--- src/rtl/codec_ctl_master.sv ---
module codec_ctl_master #(
  parameter int CLK_MHZ   = 250,
  parameter int DEV_ADDR  = 5,
  parameter int T_DS_NS   = 190,
  parameter int T_DH_NS   = 30,
  parameter int T_MS_NS   = 190,
  parameter int T_MH_NS   = 190,
  parameter int T_HI_NS   = 250,
  parameter int T_LO_NS   = 250,
  parameter int T_HALT_NS = 190
) (
  input  logic       clk,
  input  logic       rst_n,
  input  logic       req_valid,
  output logic       req_ready,
  input  logic [1:0] req_kind,
  input  logic [2:0] req_ext_sel,
  input  logic [7:0] req_byte,
  output logic       bus_clk,
  output logic       bus_mode,
  output logic       bus_dat_o,
  output logic       bus_dat_oe
);

  function automatic int ns2cyc(int ns);
    int c;
    c = (ns * CLK_MHZ + 999) / 1000;
    return (c < 1) ? 1 : c;
  endfunction

  function automatic int imax(int a, int b);
    return (a > b) ? a : b;
  endfunction

  localparam int LO_C   = imax(ns2cyc(T_LO_NS), ns2cyc(T_DS_NS));
  localparam int HI_C   = imax(ns2cyc(T_HI_NS), ns2cyc(T_DH_NS));
  localparam int MS_C   = ns2cyc(T_MS_NS);
  localparam int MH_C   = ns2cyc(T_MH_NS);
  localparam int HALT_C = ns2cyc(T_HALT_NS);
  localparam int MAX_C  = imax(imax(LO_C, HI_C), imax(imax(MS_C, MH_C), HALT_C));
  localparam int CW     = $clog2(MAX_C + 1);

  typedef enum logic [2:0] {S_IDLE, S_MSET, S_LOW, S_HIGH, S_MHOLD, S_HALT} st_t;

  st_t           st;
  logic [CW-1:0] cnt;
  logic [7:0]    sh, nxt_a, nxt_b;
  logic [2:0]    bit_i;
  logic [1:0]    byte_i;
  logic          two;

  wire       is_ext = (req_kind == 2'd3);
  wire [1:0] typ    = is_ext ? 2'd0 : req_kind;
  wire [7:0] addr_b = {6'(DEV_ADDR), typ};
  wire [2:0] sub    = (req_ext_sel < 3'd3) ? req_ext_sel :
                      (req_ext_sel >= 3'd5) ? 3'd6 : req_ext_sel + 3'd1;
  wire [7:0] ext_a  = {2'b11, 3'b000, sub};
  wire [7:0] ext_b  = {3'b111, req_byte[4:0]};
  wire       tick   = (cnt == '0);

  always_ff @(posedge clk) begin
    if (!rst_n) begin
      st         <= S_IDLE;
      cnt        <= '0;
      sh         <= '0;
      nxt_a      <= '0;
      nxt_b      <= '0;
      bit_i      <= '0;
      byte_i     <= '0;
      two        <= 1'b0;
      req_ready  <= 1'b1;
      bus_clk    <= 1'b1;
      bus_mode   <= 1'b1;
      bus_dat_o  <= 1'b0;
      bus_dat_oe <= 1'b0;
    end else begin
      if (st != S_IDLE && !tick) cnt <= cnt - 1'b1;
      case (st)
        S_IDLE: if (req_valid) begin
          req_ready  <= 1'b0;
          bus_dat_oe <= 1'b1;
          bus_mode   <= 1'b0;
          sh         <= addr_b;
          nxt_a      <= is_ext ? ext_a : req_byte;
          nxt_b      <= ext_b;
          two        <= is_ext;
          byte_i     <= 2'd0;
          bit_i      <= 3'd0;
          cnt        <= CW'(MS_C - 1);
          st         <= S_MSET;
        end
        S_MSET: if (tick) begin
          bus_clk   <= 1'b0;
          bus_dat_o <= sh[0];
          cnt       <= CW'(LO_C - 1);
          st        <= S_LOW;
        end
        S_LOW: if (tick) begin
          bus_clk <= 1'b1;
          cnt     <= CW'(HI_C - 1);
          st      <= S_HIGH;
        end
        S_HIGH: if (tick) begin
          if (bit_i != 3'd7) begin
            bit_i     <= bit_i + 3'd1;
            sh        <= sh >> 1;
            bus_clk   <= 1'b0;
            bus_dat_o <= sh[1];
            cnt       <= CW'(LO_C - 1);
            st        <= S_LOW;
          end else begin
            bit_i <= 3'd0;
            if (byte_i == 2'd1 && two) begin
              byte_i    <= 2'd2;
              sh        <= nxt_b;
              bus_clk   <= 1'b0;
              bus_dat_o <= nxt_b[0];
              cnt       <= CW'(LO_C - 1);
              st        <= S_LOW;
            end else begin
              cnt <= CW'(MH_C - 1);
              st  <= S_MHOLD;
            end
          end
        end
        S_MHOLD: if (tick) begin
          if (byte_i == 2'd0) begin
            bus_mode <= 1'b1;
            byte_i   <= 2'd1;
            sh       <= nxt_a;
            cnt      <= CW'(MS_C - 1);
            st       <= S_MSET;
          end else begin
            bus_dat_oe <= 1'b0;
            cnt        <= CW'(HALT_C - 1);
            st         <= S_HALT;
          end
        end
        S_HALT: if (tick) begin
          req_ready <= 1'b1;
          st        <= S_IDLE;
        end
        default: st <= S_IDLE;
      endcase
    end
  end

endmodule

--- config.mk ---
export PLATFORM = sky130hd
export DESIGN_NAME = codec_ctl_master
export DESIGN_NICKNAME = d
export VERILOG_FILES = /design/src/rtl/codec_ctl_master.sv
export SDC_FILE = /design/constraint.sdc
export NUM_CORES = 1
export LEC_CHECK = 0
export CORE_MARGIN = 1
export CORE_UTILIZATION = 45
export DETAILED_ROUTE_END_ITERATION = 10
export PLACE_DENSITY = 0.68
export RECOVER_POWER = 25
export SLEW_MARGIN = 0
export SYNTH_ARGS = -nofsm -noshare
export SYNTH_HDL_FRONTEND = slang
export SYNTH_SLANG_ARGS = --single-unit
--- constraint.sdc ---
create_clock -name clk -period 1.9 [get_ports clk]
set_input_delay 0.19 -clock clk [delete_from_list [all_inputs] [get_ports clk]]
set_output_delay 0.19 -clock clk [all_outputs]
set_load 0.02 [all_outputs]
# == After elaboration in Yosys (flattened, before gate mapping) ==
# Cells that the tools add are included.
# totals
elab_cells,121
regBits,42
out_inout_bits,5
inputBits,16
# classes
muxes,60
n_reduce_logical,24
eq_ne,19
addsub,3
order_cmp,2
# ops
cell,count
8-bit two-way mux,7
3-bit two-way mux,14
6-bit two-way mux,5
6-bit case mux with 4 select lines,1
8-bit case mux with 3 select lines,1
"2-bit != test, second input constant",10
3-bit case mux with 6 select lines,1
1-bit two-way mux,15
2-bit two-way mux,7
4-bit AND reduction,3
6-bit AND reduction,2
5-bit two-way mux,2
3-bit nonzero test,3
1-bit case mux with 2 select lines,4
2-bit nonzero test,4
7-bit AND reduction,1
"3-bit by 1-bit adder with 3-bit output, second input constant",2
"3-bit by 2-bit equality test with 1-bit output, second input constant",2
"3-bit equality test, second input constant",2
6-bit logical NOT,1
"3-bit != test, second input constant",2
2-bit case mux with 3 select lines,1
3-bit case mux with 2 select lines,1
3-bit AND reduction,2
other kinds (14),15

# == Logic depth before layout (Yosys ltp) ==
# Gate-level depths: netlist (run 1).
# depth
depth_word,6
ltp_mapped,7
mapped_depth_nobuf,6

# == Worst setup path before layout (run 1) ==
# No wires, ideal clock.
# synth_timing
path_kind,reg2reg
start,reg cnt[0]
end,reg cnt[0]
period_less_slack_ps,1865
n_path_buf,1
path_stages_with_launch,8
t_arrival_ps,1735
path_slack_ps,35
setup_time_ps,130
cell_sequence,dfxtp_1 > inv_1 > ha_1 > or4b_1 > buf_4 > or4_1 > a21oi_1 > a311oi_1
# synth_between
elab_chain_len,6
# synth_lines
element,line,rtl
from (decl),46,logic [CW-1:0] cnt;
from (signal assigned),77,if (st != S_IDLE && !tick) cnt <= cnt - 1'b1;
from (signal assigned),89,cnt <= CW'(MS_C - 1);
from (signal assigned),95,cnt <= CW'(LO_C - 1);
branches (longest 5 deep; another with 6-bit by 1-bit subtractor with 6-bit output),n/a,
6-bit case mux with 4 select lines *,78,case (st)
# Mark *: on every way between the ends.
# A chain may end at the register's enable or synchronous reset.

# == Final worst setup path (run 1) ==
# layout_timing
start,reg cnt[0]
end,reg st[0]
# layout_between
elab_chain_len,3
# layout_lines
element,line,rtl
6-bit logical NOT *,59,wire tick = (cnt == '0);
2-bit != test (no source line),n/a,
6-bit AND reduction (no source line) *,n/a,
to (signal assigned),63,st <= S_IDLE;
to (signal assigned),90,st <= S_MSET;
to (signal assigned),96,st <= S_LOW;
to (decl),45,st_t st;
# Every way passes the cells marked *; elsewhere a longest branch is shown, timed or not.

==> results of run 1 <==
## repair_timing
item                                    4_1_cts  5_1_grt
resized for setup                            11        7
endpoints found under the setup margin       18       21
buffers inserted                              0        1
pin swaps                                     2        1
hold buffers                                  0        0
## cells by family (layout without fill, tap and decap cells)
| logic type | after synthesis | count (layout) |
|---|---|---|
| mux | 18 | 18 |
| buf+inv | 25 | 70 |
| xor+xnor | 4 | 4 |
| flops | 42 | 42 |
| simple gates | 95 | 95 |
| fa+ha+maj | 3 | 3 |
| compound gates | 75 | 75 |
## metal layers
layer  part of all wire (%)  track usage (%)  vias up
met1                     49             31.7      989
met3                    4.7             4.44        6
met2                     45             34.5       50
li1                       -                -     1055
met4                    1.1             8.28        0
met5                      0                0        -
## synth_stat cells, types with 3 or more instances
cell and instances:
nand2_1 37, mux2_2 3, nor3_1 12, buf_1 5
nor2_1 13, ha_1 3, o21ai_0 13, buf_2 5
a21oi_1 29, o31ai_1 5, inv_1 6, nand3_1 8
dfxtp_1 42, o2bb2ai_1 4, clkbuf_1 8, nand4_1 3
mux2i_1 15
## registers in the layout, summed over array words and instances, names as in the netlist
name and count:
sh 8, bit_i 3, bus_mode 1, bus_dat_o 1
bus_clk 1, bus_dat_oe 1, req_ready 1, nxt_b 6
two 1, st 3, nxt_a 8, cnt 6
byte_i 2
## worst reg2reg max path: cells and delay by family, from the launching register on
| family | cells | cell delay, ns |
|---|---|---|
| flops | 1 | 0.33 |
| compound gates | 2 | 0.47 |
| mux | 1 | 0.20 |
| fa+ha+maj | 1 | 0.13 |
| simple gates | 1 | 0.48 |
| buf+inv | 2 | 0.23 |
## cell type report
cell class,count,area (um^2)
Tap cell,67,83.8
Timing Repair Buffer,56,472
Inverter,6,22.5
Sequential cell,42,845
Clock buffer,6,72.6
Multi-Input combinational cell,195,1330
Fill cell,412,1880
Clock inverter,2,13.8
## through the flow
| step | power, mW | TNS, ns | worst slack [ns] | std cells | cell area [um^2] |
|---|---|---|---|---|---|
| 2_1_floorplan | 2.51 | 0 | 0.0347 | 262 | 2200 |
| 3_3_place_gp | 3.25 | -0.845 | -0.0829 | 365 | 2670 |
| 3_5_place_dp | 3.27 | -1.33 | -0.114 | 365 | 2670 |
| 4_1_cts | 4.05 | 0 | 0.0169 | 373 | 2820 |
| 5_1_grt | 4.35 | -0.0601 | -0.0424 | 374 | 2840 |
| 6_report | 4.12 | -0.000989 | -0.000989 | 374 | 2840 |
## worst paths after layout
| check | startpoint | end | depth (start not counted) |
|---|---|---|---|
| worst max register to register | cnt[0]$_SDFF_PN0_ | st[0]$_SDFFE_PN0P_ | 7 |
| worst min-delay path | req_byte[5] | nxt_a[5]$_SDFFE_PN0P_ | 3 |
| worst min register to register | nxt_a[5]$_SDFFE_PN0P_ | nxt_a[5]$_SDFFE_PN0P_ | 2 |
| worst max-delay path | cnt[0]$_SDFF_PN0_ | st[0]$_SDFFE_PN0P_ | 7 |
## report_power, final
group / total [mW] / switching, mW / leakage (nW) / internal [mW]
logic: 2.22 / 1.17 / 0.663 / 1.05
registers: 1.31 / 0.211 / 0.345 / 1.10
clock network: 0.586 / 0.326 / 0.0452 / 0.260
total: 4.12 / 1.71 / 1.05 / 2.41
==> out/results.ini, run 1 <==
[yosys]
post-synth-top-area-cell=dfxtp_1
ys_types=58
synth_async_sr_flop_share_pct=0
yosys-top-cells-area=dfxtp_1 38%, mux2i_1 6.8%, a21oi_1 6.6%, nand2_1 6.3%, o21ai_0 3.0%
netlist_area_um2=2200
post-synth-top-area-fraction_pct=38.2
syn_nets=281
syn_area_per_cell_um2=8.40
synth_cells=262
synth.area.mux_share_pct=8.36
synth_simple_gate_area_share_pct=22.3
ys_seq_elements=42
synth_top_family_by_area=compound AO/OA/AOI/OAI gates
synth-adder-area-share_pct=1.71
synth-compound-area-share_pct=23.1
synth_xor_area_share_pct=1.59
synth_edf_count=0
yosysSeqAreaShare_pct=38.2
yosys_warnings=0
ys.flop_type=dfxtp_1

[grt]
grt_pass1_vias=1922
grt_first_pass_wirelength_um=9090
track_usage_pct=22.5
grt_max_degree=22
grt_antenna_before_repair=0
grt_overflow_total=0

[sta]
finalMaxSlewViolations=0
fmax_ghz=0.526
finalSetupViolations=1
tightest_slew_ns=0.734
rsz0062_at_grt=yes
hold_violations=0
fin_skew_ns=0.00699
period_share_pct=100
holdWs_ns=0.451
period_needed_ns=1.90
fin_ws_ns=-0.000989
relSlewSlack_pct=51.0

[setup_path]
crit_fanout=4
path_class=reg2reg
worstPathArrival_ns=2.13
worst-path-buf-inv=2
critical-path-top-delay-family=simple AND/OR/NAND/NOR gates
crit_required_ns=2.13
r2r_slack_ns=-0.001
start_kind=flip-flop
slowest_delay_ns=0.48
path_cells=inv_2, ha_4, or4b_4, buf_6, o311ai_4, o31a_2, mux2i_1
end_kind=flip-flop
crit_slowest_cell=or4b_4

[pwr]
max-vdd-ir-drop_uv=603
leakage_nw=1.05
p_per_area_nw_per_um2=1450

[routing]
ant_nets=0
viasPerCell=5.61
drc=0
dr.first_iter.drc_count=114
wl_um=5570
wire_per_inst_um=14.9
drt_pass1_iterations=4
vias=2100

[cells_and_area]
utilization_pct=60.1
n_antenna_cell=0
syn_to_final_growth_pct=29.1
mostFrequentLayoutCell=dfxtp_1
final_cell_mix=39 x dfxtp_1, 37 x nand2_1, 32 x buf_4, 29 x a21oi_1
nets=325
drive_gt1_share_pct=22.1

[floorplanning]
die_w_um=71.9
chipHeight_um=71.9
start_util_pct=46.6
core_um2=4720
design.die.area_um2=5170
num_io_pins=21
rows=25

[clock_network]
cts_tree=yes
cts_num_sinks=42
clk_pin_slew_ns=0.08
cts_root_buffer=clkbuf_8
clk_path_buf_depth=2
htreeDepth=2
clk_latency_ns=0.30
cts-buffers-inserted=5

[placement]
gp_congestion=0.861
portBuffers=20
dpl.hpwl_um=3860

[outcome]
violations=setup timing
status=complete, but fails checks

[run]
maxCapViolCount=0

[hold_path]
hp-class=in2reg

(Power assumes the default switching activity.)
==> run 2, diff against run 1 <==
--- a/config.mk
+++ b/config.mk
@@ -5,7 +5,6 @@
 export SDC_FILE = /design/constraint.sdc
 export NUM_CORES = 1
 export LEC_CHECK = 0
-export CORE_MARGIN = 1
 export CORE_UTILIZATION = 45
 export DETAILED_ROUTE_END_ITERATION = 10
 export PLACE_DENSITY = 0.68
==> constraint.sdc (replaced) <==
create_clock -name clk -period 1.7 [get_ports clk]
set_input_delay 0.17 -clock clk [delete_from_list [all_inputs] [get_ports clk]]
set_output_delay 0.17 -clock clk [all_outputs]
set_load 0.02 [all_outputs]
==> out/results.ini, run 2 (synthesized netlist as in run 1, its figures left out) <==
[pwr]
seq_power_share_pct=28.0
combPwrFrac_pct=59.4
switching_share_pct=41.8
power_switching_mw=2.15
max-vdd-ir-drop_uv=771
p_per_area_nw_per_um2=1680
p_int_mw=2.99
pwr-share-clk_pct=12.6
finalPower_mw=5.15
leakage_nw=1.15

[sta]
finalSetupViolations=24
setup_tns_ns=-2.28
period_share_pct=110
holdWs_ns=0.441
rsz0062_at_grt=yes
fmax_ghz=0.533
period_needed_ns=1.87
fin_skew_ns=0.0101
tightest_slew_ns=0.569
relSlewSlack_pct=61.8
hold_violations=0
finalMaxSlewViolations=0
fin_ws_ns=-0.175

[clock_network]
clk_path_buf_depth=2
cts_num_sinks=42
clk_pin_slew_ns=0.09
htreeDepth=2
cts_tree=yes
cts_root_buffer=clkbuf_8
clk_latency_ns=0.30
cts-buffers-inserted=5

[floorplanning]
rows=25
num_io_pins=21
die_w_um=71.9
design.die.area_um2=5170
start_util_pct=46.6
chipHeight_um=71.9
core_um2=4720

[routing]
dr.first_iter.drc_count=163
vias=2167
wl_um=6210
drt_pass1_iterations=4
wire_per_inst_um=16.0
ant_nets=0
drc=0
viasPerCell=5.57

[grt]
grt_max_degree=17
grt_antenna_before_repair=0
use_met2_pct=38.5
grt_pass1_vias=2021
grt_overflow_total=0
grt_util_met3_pct=3.75
busiest_layer=met2
gr-usage-met1_pct=35.1
track_usage_pct=24.6
grt_first_pass_wirelength_um=9820

[placement]
gp_congestion=0.877
dpl.hpwl_um=4090
post-place-cells=373
placed_cell_area_um2=2740
portBuffers=20
pre_cts_slack_ns=-0.249

[setup_path]
crit_fanout=5
regToRegEndpoint=cnt[0]$_SDFF_PN0_
start_kind=flip-flop
end_kind=flip-flop
crit_required_ns=1.87
timing.rr.start=cnt[0]$_SDFF_PN0_
reg2reg_depth=6
r2r_slack_ns=-0.17
path_class=reg2reg
worstPathArrival_ns=2.04

[cells_and_area]
fill_cells=383
reg_top3=nxt_a (8), sh (8)
syn_to_final_growth_pct=39.6
utilization_pct=65.0
nets=340
drive_gt1_share_pct=30.7
final_cell_mix=44 x buf_4, 41 x dfxtp_1, 36 x nand2_1, 23 x a21oi_1, 16 x clkdlybuf4s50_1
n_antenna_cell=0
design_area_um2=3070
mostFrequentLayoutCell=buf_4
layoutNonFillerInstCount=389

[run]
maxCapViolCount=0

[hold_path]
hold_start=req_byte[2]
min_to=nxt_b[2]$_SDFFE_PN0P_
hold_depth=3
hp-class=in2reg

[outcome]
status=complete, but fails checks
violations=setup timing

run 2: cell types whose count changed in the layout (fill, tap and decap cells not counted), moves of 3 or more:
cell	change
buf_4	+12
a21oi_1	-6
a21oi_2	+6
buf_6	+4
nand3_1	-3
nand3_2	+3
run 2: power by group through the flow:
| stage | clock network [mW] | registers (mW) | logic [mW] |
|---|---|---|---|
| global placement | 0 | 1.42 | 2.34 |
| detailed placement | 0 | 1.43 | 2.37 |
| floorplan | 0 | 1.42 | 1.47 |
| finish | 0.648 | 1.44 | 3.06 |
| CTS | 0.661 | 1.43 | 2.64 |
| global route | 0.701 | 1.47 | 3.27 |
run 2: worst max-delay path by stage:
stage                            startpoint                      to  cells after the start
after detailed placement          req_valid   nxt_a[6]$_SDFFE_PN0P_                      5
after CTS                 cnt[0]$_SDFF_PN0_       cnt[0]$_SDFF_PN0_                      6
after floorplan           cnt[0]$_SDFF_PN0_  byte_i[0]$_SDFFE_PN0P_                      7
after global routing      cnt[0]$_SDFF_PN0_  byte_i[1]$_SDFFE_PN0P_                      6
final                     cnt[0]$_SDFF_PN0_       cnt[0]$_SDFF_PN0_                      6
after global placement            req_valid   nxt_a[0]$_SDFFE_PN0P_                      5
run 2: area by class of cell:
class                           instances  area (um^2)  area share [%]
Inverter                                6         22.5           0.733
Clock buffer                            5         68.8            2.24
Clock inverter                          3         18.8           0.611
Timing Repair Buffer                   70          598            19.5
Multi-Input combinational cell        196         1440            46.8
Tap cell                               67         83.8            2.73
Sequential cell                        42          842            27.4
run 2: critical path, cell delays in order, from the launching register on:
cell      delay [ns]
dfxtp_2         0.33
inv_2           0.08
ha_4            0.15
or4b_4          0.53
or4_4           0.44
a21oi_2         0.15
a311oi_2        0.07
run 2: per-layer routing:
metal	up-vias	wire length, um
li1	1078	-
met1	1033	2960
met2	49	2960
met3	7	219
met4	0	65
met5	-	0
run 2: what timing repair did:
| item | 4_1_cts | 5_1_grt |
|---|---|---|
| resized for setup | 14 | 24 |
| pin swaps | 2 | 17 |
| gates cloned | 1 | 0 |
| hold buffers | 0 | 0 |
| buffers inserted | 3 | 4 |
| setup endpoints to repair | 26 | 30 |
